===== src/rtl/fpa_pkg.sv =====
package fpa_pkg;
   // classification of one unpacked operand
   typedef enum logic [1:0] {
      FC_ZERO   = 2'd0,
      FC_FINITE = 2'd1,
      FC_INF    = 2'd2,
      FC_NAN    = 2'd3
   } fpa_cls_e;
endpackage


===== src/rtl/fpa_stage.sv =====
// Optional pipeline register: a parameter selects a flop stage or a wire.
module fpa_stage #(
   parameter int WIDTH = 8,
   parameter int EN    = 1
) (
   input  logic             clk,
   input  logic             rst_n,
   input  logic             in_vld,
   input  logic [WIDTH-1:0] in_dat,
   output logic             out_vld,
   output logic [WIDTH-1:0] out_dat
);
   generate
      if (EN != 0) begin : g_reg
         always_ff @(posedge clk or negedge rst_n) begin
            if (!rst_n) out_vld <= 1'b0;
            else        out_vld <= in_vld;
         end
         always_ff @(posedge clk) begin
            if (in_vld) out_dat <= in_dat;
         end
      end else begin : g_wire
         assign out_vld = in_vld;
         assign out_dat = in_dat;
      end
   endgenerate
endmodule


===== src/rtl/fpa_align.sv =====
// Unpack, classify, order by magnitude and align the smaller significand.
module fpa_align #(
   parameter int EXP_W = 8,
   parameter int FRC_W = 23,
   localparam int W  = 1 + EXP_W + FRC_W,
   localparam int SW = FRC_W + 4,
   localparam int EW = EXP_W + 2
) (
   input  logic [W-1:0]  op_a,
   input  logic [W-1:0]  op_b,
   input  logic          op_sub,
   output logic          spec_vld,
   output logic [W-1:0]  spec_res,
   output logic          spec_inv,
   output logic          res_sign,
   output logic          zero_sign,
   output logic          eff_sub,
   output logic [EW-1:0] big_exp,
   output logic [SW-1:0] big_sig,
   output logic [SW-1:0] sml_sig
);
   import fpa_pkg::*;

   localparam int DW = $clog2(SW + 1);
   localparam logic [EXP_W-1:0] EXP_ONES = '1;
   localparam logic [W-1:0] QNAN = {1'b0, EXP_ONES, 1'b1, {(FRC_W-1){1'b0}}};

   logic [W-1:0]     opnd  [2];
   logic             sgn   [2];
   logic [EXP_W-1:0] exf   [2];
   logic [FRC_W-1:0] frc   [2];
   fpa_cls_e         cls   [2];
   logic             quiet [2];
   logic [EW-1:0]    eeff  [2];
   logic [FRC_W:0]   sig   [2];

   assign opnd[0] = op_a;
   assign opnd[1] = {op_b[W-1] ^ op_sub, op_b[W-2:0]};

   generate
      for (genvar gk = 0; gk < 2; gk++) begin : g_unpack
         assign sgn[gk]   = opnd[gk][W-1];
         assign exf[gk]   = opnd[gk][W-2:FRC_W];
         assign frc[gk]   = opnd[gk][FRC_W-1:0];
         assign quiet[gk] = frc[gk][FRC_W-1];
         assign cls[gk]   = (exf[gk] == '0)       ? ((frc[gk] == '0) ? FC_ZERO : FC_FINITE) :
                            (exf[gk] == EXP_ONES) ? ((frc[gk] == '0) ? FC_INF  : FC_NAN)    :
                                                    FC_FINITE;
         // denormals share the scale of exponent 1 but carry no hidden bit
         assign eeff[gk]  = (exf[gk] == '0) ? EW'(1) : EW'(exf[gk]);
         assign sig[gk]   = {exf[gk] != '0, frc[gk]};
      end
   endgenerate

   // magnitude order: exponent then fraction, as one unsigned compare
   logic swap;
   assign swap = opnd[1][W-2:0] > opnd[0][W-2:0];

   logic [EW-1:0]  sml_exp;
   logic [FRC_W:0] sml_raw;
   logic [EW-1:0]  diff;
   logic [DW-1:0]  dcl;
   logic [SW-1:0]  ext, shr;
   logic           lost;

   assign big_exp = swap ? eeff[1] : eeff[0];
   assign sml_exp = swap ? eeff[0] : eeff[1];
   assign big_sig = {(swap ? sig[1] : sig[0]), 3'b000};
   assign sml_raw = swap ? sig[0] : sig[1];

   assign diff = big_exp - sml_exp;
   assign dcl  = (diff > EW'(SW)) ? DW'(SW) : DW'(diff);
   assign ext  = {sml_raw, 3'b000};
   assign shr  = ext >> dcl;
   assign lost = |(ext & ~({SW{1'b1}} << dcl));
   assign sml_sig = {shr[SW-1:1], shr[0] | lost};

   assign res_sign  = swap ? sgn[1] : sgn[0];
   assign zero_sign = sgn[0] & sgn[1];
   assign eff_sub   = sgn[0] ^ sgn[1];

   always_comb begin
      spec_vld = 1'b0;
      spec_res = QNAN;
      spec_inv = 1'b0;
      if (cls[0] == FC_NAN || cls[1] == FC_NAN) begin
         spec_vld = 1'b1;
         spec_inv = (cls[0] == FC_NAN && !quiet[0]) || (cls[1] == FC_NAN && !quiet[1]);
      end else if (cls[0] == FC_INF && cls[1] == FC_INF && eff_sub) begin
         spec_vld = 1'b1;
         spec_inv = 1'b1;
      end else if (cls[0] == FC_INF) begin
         spec_vld = 1'b1;
         spec_res = {sgn[0], EXP_ONES, {FRC_W{1'b0}}};
      end else if (cls[1] == FC_INF) begin
         spec_vld = 1'b1;
         spec_res = {sgn[1], EXP_ONES, {FRC_W{1'b0}}};
      end
   end
endmodule


===== src/rtl/fpa_addnorm.sv =====
// Signed-magnitude significand add and normalization in both directions.
module fpa_addnorm #(
   parameter int EXP_W = 8,
   parameter int FRC_W = 23,
   localparam int SW = FRC_W + 4,
   localparam int EW = EXP_W + 2
) (
   input  logic          eff_sub,
   input  logic [EW-1:0] big_exp,
   input  logic [SW-1:0] big_sig,
   input  logic [SW-1:0] sml_sig,
   output logic [EW-1:0] nrm_exp,
   output logic [SW-1:0] nrm_sig
);
   localparam int DW = $clog2(SW + 1);

   logic [SW:0]   sum;
   logic [DW-1:0] lz, sh;
   logic [EW-1:0] lim;

   assign sum = eff_sub ? ({1'b0, big_sig} - {1'b0, sml_sig})
                        : ({1'b0, big_sig} + {1'b0, sml_sig});

   // leading-zero count of the in-range part; highest set bit wins
   always_comb begin
      lz = DW'(SW);
      for (int i = 0; i < SW; i++) begin
         if (sum[i]) lz = DW'(SW - 1 - i);
      end
   end

   // never shift below the smallest exponent: the rest stays denormal
   assign lim = big_exp - EW'(1);
   assign sh  = (EW'(lz) < lim) ? lz : DW'(lim);

   always_comb begin
      if (sum[SW]) begin
         nrm_sig = {sum[SW:2], |sum[1:0]};
         nrm_exp = big_exp + EW'(1);
      end else begin
         nrm_sig = sum[SW-1:0] << sh;
         nrm_exp = big_exp - EW'(sh);
      end
   end
endmodule


===== src/rtl/fpa_round.sv =====
// Round to nearest even, renormalize on carry, range check and pack.
module fpa_round #(
   parameter int EXP_W = 8,
   parameter int FRC_W = 23,
   localparam int W  = 1 + EXP_W + FRC_W,
   localparam int SW = FRC_W + 4,
   localparam int EW = EXP_W + 2
) (
   input  logic [EW-1:0] nrm_exp,
   input  logic [SW-1:0] nrm_sig,
   input  logic          res_sign,
   input  logic          zero_sign,
   input  logic          spec_vld,
   input  logic [W-1:0]  spec_res,
   input  logic          spec_inv,
   output logic [W-1:0]  res,
   output logic          ovf,
   output logic          unf,
   output logic          inv
);
   localparam logic [EXP_W-1:0] EXP_ONES = '1;
   localparam logic [EW-1:0]    EMAX     = EW'(EXP_ONES);

   logic [FRC_W:0]   mant, mf;
   logic [FRC_W+1:0] inc;
   logic             grd, rsb, up;
   logic [EW-1:0]    ex;

   assign mant = nrm_sig[SW-1:3];
   assign grd  = nrm_sig[2];
   assign rsb  = |nrm_sig[1:0];
   assign up   = grd & (rsb | mant[0]);
   assign inc  = {1'b0, mant} + (FRC_W+2)'(up);
   assign mf   = inc[FRC_W+1] ? inc[FRC_W+1:1] : inc[FRC_W:0];
   assign ex   = inc[FRC_W+1] ? nrm_exp + EW'(1) : nrm_exp;

   always_comb begin
      res = '0;
      ovf = 1'b0;
      unf = 1'b0;
      inv = 1'b0;
      if (spec_vld) begin
         res = spec_res;
         inv = spec_inv;
      end else if (mf == '0) begin
         res = {zero_sign, {(W-1){1'b0}}};
      end else if (mf[FRC_W]) begin
         if (ex >= EMAX) begin
            res = {res_sign, EXP_ONES, {FRC_W{1'b0}}};
            ovf = 1'b1;
         end else begin
            res = {res_sign, ex[EXP_W-1:0], mf[FRC_W-1:0]};
         end
      end else begin
         res = {res_sign, {EXP_W{1'b0}}, mf[FRC_W-1:0]};
         unf = 1'b1;
      end
   end
endmodule


===== src/rtl/fp_add_sp.sv =====
// Pipelined floating-point adder/subtractor, round to nearest even.
module fp_add_sp #(
   parameter int EXP_W     = 8,
   parameter int FRC_W     = 23,
   parameter int REG_ALIGN = 1,
   parameter int REG_NORM  = 1
) (
   input  logic                     clk,
   input  logic                     rst_n,
   input  logic                     in_vld,
   input  logic [EXP_W+FRC_W:0]     op_a,
   input  logic [EXP_W+FRC_W:0]     op_b,
   input  logic                     op_sub,
   output logic                     out_vld,
   output logic [EXP_W+FRC_W:0]     res,
   output logic                     ovf,
   output logic                     unf,
   output logic                     inv
);
   localparam int W   = 1 + EXP_W + FRC_W;
   localparam int SW  = FRC_W + 4;
   localparam int EW  = EXP_W + 2;
   localparam int AW  = 5 + W + EW + 2 * SW;
   localparam int BW  = 4 + W + EW + SW;

   generate
      if (EXP_W < 3 || EXP_W > 15) begin : g_bad_exp
         $error("fp_add_sp: EXP_W out of range");
      end
      if (FRC_W < 2) begin : g_bad_frc
         $error("fp_add_sp: FRC_W too small");
      end
      if (REG_ALIGN < 0 || REG_ALIGN > 1 || REG_NORM < 0 || REG_NORM > 1) begin : g_bad_reg
         $error("fp_add_sp: stage enables must be 0 or 1");
      end
   endgenerate

   // ---------------- stage A: classify and align ----------------
   logic          a_spec_vld, a_spec_inv, a_res_sign, a_zero_sign, a_eff_sub;
   logic [W-1:0]  a_spec_res;
   logic [EW-1:0] a_big_exp;
   logic [SW-1:0] a_big_sig, a_sml_sig;

   fpa_align #(.EXP_W(EXP_W), .FRC_W(FRC_W)) u_align (
      .op_a      (op_a),
      .op_b      (op_b),
      .op_sub    (op_sub),
      .spec_vld  (a_spec_vld),
      .spec_res  (a_spec_res),
      .spec_inv  (a_spec_inv),
      .res_sign  (a_res_sign),
      .zero_sign (a_zero_sign),
      .eff_sub   (a_eff_sub),
      .big_exp   (a_big_exp),
      .big_sig   (a_big_sig),
      .sml_sig   (a_sml_sig)
   );

   logic [AW-1:0] a_bus, a_q;
   logic          a_vld;
   assign a_bus = {a_spec_vld, a_spec_res, a_spec_inv, a_res_sign, a_zero_sign,
                   a_eff_sub, a_big_exp, a_big_sig, a_sml_sig};

   fpa_stage #(.WIDTH(AW), .EN(REG_ALIGN)) u_st_a (
      .clk     (clk),
      .rst_n   (rst_n),
      .in_vld  (in_vld),
      .in_dat  (a_bus),
      .out_vld (a_vld),
      .out_dat (a_q)
   );

   // ---------------- stage B: add and normalize ----------------
   logic          b_spec_vld, b_spec_inv, b_res_sign, b_zero_sign, b_eff_sub;
   logic [W-1:0]  b_spec_res;
   logic [EW-1:0] b_big_exp, b_nrm_exp;
   logic [SW-1:0] b_big_sig, b_sml_sig, b_nrm_sig;

   assign {b_spec_vld, b_spec_res, b_spec_inv, b_res_sign, b_zero_sign,
           b_eff_sub, b_big_exp, b_big_sig, b_sml_sig} = a_q;

   fpa_addnorm #(.EXP_W(EXP_W), .FRC_W(FRC_W)) u_addnorm (
      .eff_sub (b_eff_sub),
      .big_exp (b_big_exp),
      .big_sig (b_big_sig),
      .sml_sig (b_sml_sig),
      .nrm_exp (b_nrm_exp),
      .nrm_sig (b_nrm_sig)
   );

   logic [BW-1:0] b_bus, b_q;
   logic          b_vld;
   assign b_bus = {b_spec_vld, b_spec_res, b_spec_inv, b_res_sign, b_zero_sign,
                   b_nrm_exp, b_nrm_sig};

   fpa_stage #(.WIDTH(BW), .EN(REG_NORM)) u_st_b (
      .clk     (clk),
      .rst_n   (rst_n),
      .in_vld  (a_vld),
      .in_dat  (b_bus),
      .out_vld (b_vld),
      .out_dat (b_q)
   );

   // ---------------- stage C: round and pack ----------------
   logic          c_spec_vld, c_spec_inv, c_res_sign, c_zero_sign;
   logic [W-1:0]  c_spec_res, c_res;
   logic [EW-1:0] c_nrm_exp;
   logic [SW-1:0] c_nrm_sig;
   logic          c_ovf, c_unf, c_inv;

   assign {c_spec_vld, c_spec_res, c_spec_inv, c_res_sign, c_zero_sign,
           c_nrm_exp, c_nrm_sig} = b_q;

   fpa_round #(.EXP_W(EXP_W), .FRC_W(FRC_W)) u_round (
      .nrm_exp   (c_nrm_exp),
      .nrm_sig   (c_nrm_sig),
      .res_sign  (c_res_sign),
      .zero_sign (c_zero_sign),
      .spec_vld  (c_spec_vld),
      .spec_res  (c_spec_res),
      .spec_inv  (c_spec_inv),
      .res       (c_res),
      .ovf       (c_ovf),
      .unf       (c_unf),
      .inv       (c_inv)
   );

   always_ff @(posedge clk or negedge rst_n) begin
      if (!rst_n) begin
         out_vld <= 1'b0;
         res     <= '0;
         ovf     <= 1'b0;
         unf     <= 1'b0;
         inv     <= 1'b0;
      end else begin
         out_vld <= b_vld;
         if (b_vld) begin
            res <= c_res;
            ovf <= c_ovf;
            unf <= c_unf;
            inv <= c_inv;
         end
      end
   end
endmodule



===== config.mk =====
export PLATFORM = sky130hd
export DESIGN_NAME = fp_add_sp
export DESIGN_NICKNAME = d
export VERILOG_FILES = /design/src/rtl/fpa_pkg.sv /design/src/rtl/fpa_stage.sv /design/src/rtl/fpa_align.sv /design/src/rtl/fpa_addnorm.sv /design/src/rtl/fpa_round.sv /design/src/rtl/fp_add_sp.sv
export SDC_FILE = /design/constraint.sdc
export NUM_CORES = 1
export LEC_CHECK = 0
export BUFFER_PORTS_ARGS = -buffer_cell sky130_fd_sc_hd__buf_2
export CAP_MARGIN = 20
export CORE_ASPECT_RATIO = 1.75
export CORE_MARGIN = 2
export CORE_UTILIZATION = 35
export DETAILED_ROUTE_END_ITERATION = 10
export SETUP_SLACK_MARGIN = 0.5
export SKIP_LAST_GASP = 1
export SLEW_MARGIN = 20
export SYNTH_ARGS = -nofsm -noshare
export SYNTH_HDL_FRONTEND = slang
export SYNTH_SLANG_ARGS = --single-unit

===== constraint.sdc =====
create_clock -name clk -period 22.2 [get_ports clk]
set_clock_uncertainty 0.15 [all_clocks]
set_input_delay 0 -clock clk [delete_from_list [all_inputs] [get_ports clk]]
set_output_delay 0 -clock clk [all_outputs]
set_load 0.05 [all_outputs]

==> flow_metrics.env <==
export IMPL_firstDrtPassIters=7
export IMPL_io_buffer_count=103
export IMPL_clockRootBuffer="clkbuf_16"
export IMPL_hold_path_class="primary input to async pin"
export IMPL_clockBufferDepth=2
export IMPL_dr_wl_met2_um=27500
export IMPL_rsz0062_at_grt="false"
export IMPL_clk_latency_ns=0.45
export IMPL_ys_async_sr_fraction=0.259
export IMPL_routed_wl_um=49400
export IMPL_p_switching_uw=900
export IMPL_grt_pass1_wl_um=77400
export IMPL_ios=104
export IMPL_post_route_util=0.406
export IMPL_met1_length_um=17600
export IMPL_path_class="flip-flop to flip-flop"
export IMPL_path_max_fanout=33
export IMPL_wl_per_cell_um=19.9
export IMPL_met3_length_um=1350
export IMPL_rows=101
export IMPL_viasPerCell=5.73
export IMPL_fmax_mhz=113
export IMPL_seqPwrFrac=0.235
export IMPL_ant_nets=0
export IMPL_coreArea_mm2=0.0435
export IMPL_drtIter0Drc=688
export IMPL_htreeDepth=4
export IMPL_worstPathRequired_ns=22.24
export IMPL_p_int_uw=957
export IMPL_grt_max_degree=81
export IMPL_slew_viol_final=0
export IMPL_drc=0
export IMPL_outcome="finished, final reports clean"
export IMPL_crit_path_top_delay_cell="or4_1"
export IMPL_ys_types=104
export IMPL_maxSlewHeadroom=0.205
export IMPL_numCtsBuffers=17
export IMPL_start_util=0.355
export IMPL_tightestPinTransition_ns=1.18
export IMPL_finalHoldViolCount=0
export IMPL_clkPwrFrac=0.150
export IMPL_drv_cap=0
export IMPL_combPwrFrac=0.615
export IMPL_layout_drive_gt1_share=0.140
export IMPL_antenna_found_initial=0
export IMPL_crit_arrival_ns=8.92
export IMPL_overflow=0
export IMPL_hold_ws_ns=0.0407
export IMPL_stdcell_area_mm2=0.0177
export IMPL_cts_sinks=147
export IMPL_peakVddDrop_uv=58.1
export IMPL_die_h_um=282
export IMPL_p_leak_uw=0.00754
export IMPL_grt_usage=0.216
export IMPL_synth_warnings=0
export IMPL_vias=14200
export IMPL_synthFlopType="edfxtp_1"
export IMPL_fin_crit_ns=8.88
export IMPL_cpMostUsedCell="a21oi_1"
export IMPL_fillerInstances=4482
export IMPL_diodes=0
export IMPL_synthToLayoutAreaGrowth_pct=14.5
export IMPL_yosysSeqAreaShare=0.274
export IMPL_r2r_cells=34
export IMPL_power_uw=1860
export IMPL_fin_nets=2087
export IMPL_gp_congestion=0.967
export IMPL_synth_seq_cells=147
export IMPL_cts_reportedPaths_clkPinSlew_ns=0.07
export IMPL_finalCritPeriodShare=0.400
export IMPL_worst_setup_path_start_kind="flip-flop"
export IMPL_setup_viol=0
export IMPL_endpoint_kind="flip-flop"
export IMPL_synth_edff_count=109
export IMPL_setup_tns_final_ns=0
export IMPL_highest_layer="met4"
export IMPL_syn_area_mm2=0.0154
export IMPL_grt_pass1_vias=14300
export IMPL_syn_avg_cell_area_um2=8.61
export IMPL_synth_fp_nets=1968
export IMPL_die_w_um=163
export IMPL_critPathMaxStageDelay_ns=0.69
export IMPL_ff2ff_setup_slack_ns=13.32
export IMPL_powerDensity_mw_per_mm2=105
export IMPL_cts_tree="done"
export IMPL_hpwl_um=40000
export IMPL_synth_cells=1790
export IMPL_placed_area_mm2=0.0164
export IMPL_postCtsSetupBuffers=0
export IMPL_die_area_mm2=0.0458
export IMPL_switching_share=0.485
-- sequential cells by signal, summed over array words and instances (netlist names) --
name            cells
out_vld             1
u_st_a.out_dat     66
res                32
unf                 1
u_st_a.out_vld      1
inv                 1
u_st_b.out_vld      1
u_st_b.out_dat     43
ovf                 1
-- power groups by stage --
| stage | registers, µW | clock network [µW] | logic (µW) |
|---|---|---|---|
| finish | 437 | 278 | 1140 |
| global route | 446 | 296 | 1230 |
| floorplan | 495 | 0 | 766 |
| detailed placement | 443 | 0 | 1110 |
| CTS | 437 | 286 | 1130 |
| global placement | 439 | 0 | 1110 |
-- kinds of logic after synthesis --
| kind of cell | count (synthesis) | synth area share |
|---|---|---|
| and+or+nand+nor | 543 | 0.175 |
| AOI/OAI and AO/OA | 508 | 0.230 |
| buffers and inverters | 226 | 0.0617 |
| muxes | 189 | 0.131 |
| DFF | 147 | 0.274 |
| adders and majority gates | 110 | 0.0907 |
| xor gates and xnor gates | 67 | 0.0385 |
-- through the flow --
| stage | instances | setup WS (ns) |
|---|---|---|
| floorplan | 1790 | 14.67 |
| global route | 2488 | 12.73 |
| CTS | 2488 | 13.40 |
| finish | 2488 | 13.32 |
| global placement | 2384 | 13.65 |
| detailed placement | 2384 | 13.40 |
-- cells in the mapped netlist (6+ instances only) --
cell type / n / area (µm²)
a211oi_1: 24 / 180
a21o_1: 44 / 330
a21oi_1: 133 / 666
a221oi_1: 10 / 87.6
a22oi_1: 6 / 45.0
a311oi_1: 10 / 87.6
a31oi_1: 20 / 125
and2_1: 17 / 106
and3_1: 19 / 119
buf_1: 6 / 22.5
buf_2: 19 / 95.1
buf_4: 8 / 60.1
clkbuf_1: 56 / 210
dfrtp_1: 38 / 951
edfxtp_1: 109 / 3270
ha_1: 107 / 1340
inv_1: 129 / 484
mux2_2: 62 / 698
mux2i_1: 121 / 1210
nand2_1: 110 / 413
nand2b_1: 18 / 113
nand3_1: 31 / 155
nand4_1: 35 / 219
nor2_1: 170 / 638
nor2b_1: 22 / 138
nor3_1: 39 / 195
nor3b_1: 6 / 45.0
nor4_1: 19 / 119
o211ai_1: 15 / 113
o21a_1: 17 / 128
o21ai_0: 63 / 315
o21ai_1: 6 / 30.0
o21bai_1: 6 / 45.0
o221ai_1: 6 / 52.6
o22a_1: 10 / 87.6
o22ai_1: 39 / 244
o31ai_1: 16 / 120
o32ai_1: 8 / 70.1
or2_2: 11 / 68.8
or3_1: 10 / 62.6
or4_1: 6 / 45.0
xnor2_1: 39 / 342
xor2_1: 27 / 236
-- critical path: cells and delay by family, from the launching register on --
kind	cells	cell delay [ns]
simple gates	9	2.38
buf+inv	3	0.78
fa+ha+maj	4	1.37
flops	1	0.42
xor+xnor	2	0.58
compound gates	16	2.92
-- layout make-up --
cell class	count	area [µm²]	share of cell area
clock buffers	18	450	0.0255
clock inverters	14	111	0.00631
inverters	132	498	0.0282
multi-input cells	1417	10300	0.582
flip-flops and latches	147	4220	0.239
well taps	566	708	0.0401
repair buffers	194	1380	0.0781
-- layout by cell type (no fill, tap or decap), types with 17 or more instances in the layout --
cell type and instances:
nor2_1 170, a21oi_1 133, inv_1 129, mux2i_1 121, nand2_1 109, edfxtp_1 109
ha_1 107, buf_2 103, dlygate4sd3_1 72, o21ai_0 63, mux2_2 62, a21o_1 44
nor3_1 39, o22ai_1 39, xnor2_1 39, dfrtp_1 38, nand4_1 35, nand3_1 31
xor2_1 27, a211oi_1 24, nor2b_1 22, a31oi_1 20, nor4_1 19, and3_1 19
buf_4 19, nand2b_1 18, clkbuf_16 18, o21a_1 17, and2_1 17
-- repair_timing --
action	CTS	global route
endpoints found under the hold margin	75	0
hold buffers	72	0
resized for setup	0	0
-- path summary, 6_finish.rpt --
| kind | start | end |
|---|---|---|
| worst max-delay path | u_st_a.out_dat[34]$_DFFE_PP_ | u_st_b.out_dat[36]$_DFFE_PP_ |
| worst min-delay path | rst_n | unf$_DFFE_PN0P_ |
| worst max register to register | u_st_a.out_dat[34]$_DFFE_PP_ | u_st_b.out_dat[36]$_DFFE_PP_ |
| worst min register to register | u_st_a.out_dat[90]$_SDFFCE_PP1P_ | u_st_b.out_dat[62]$_DFFE_PP_ |
| max in group asynchronous | rst_n | res[1]$_DFFE_PN0P_ |
| min in group clk | in_vld | u_st_a.out_vld$_DFF_PN0_ |
-- routing by layer --
layer / GRT usage / up-vias
met3: 0.0206 / 145
met5: 0 / -
met4: 0.128 / 0
met2: 0.433 / 417
met1: 0.211 / 6762
li1: - / 6920
No activity file was read; power rests on OpenSTA's default activity.
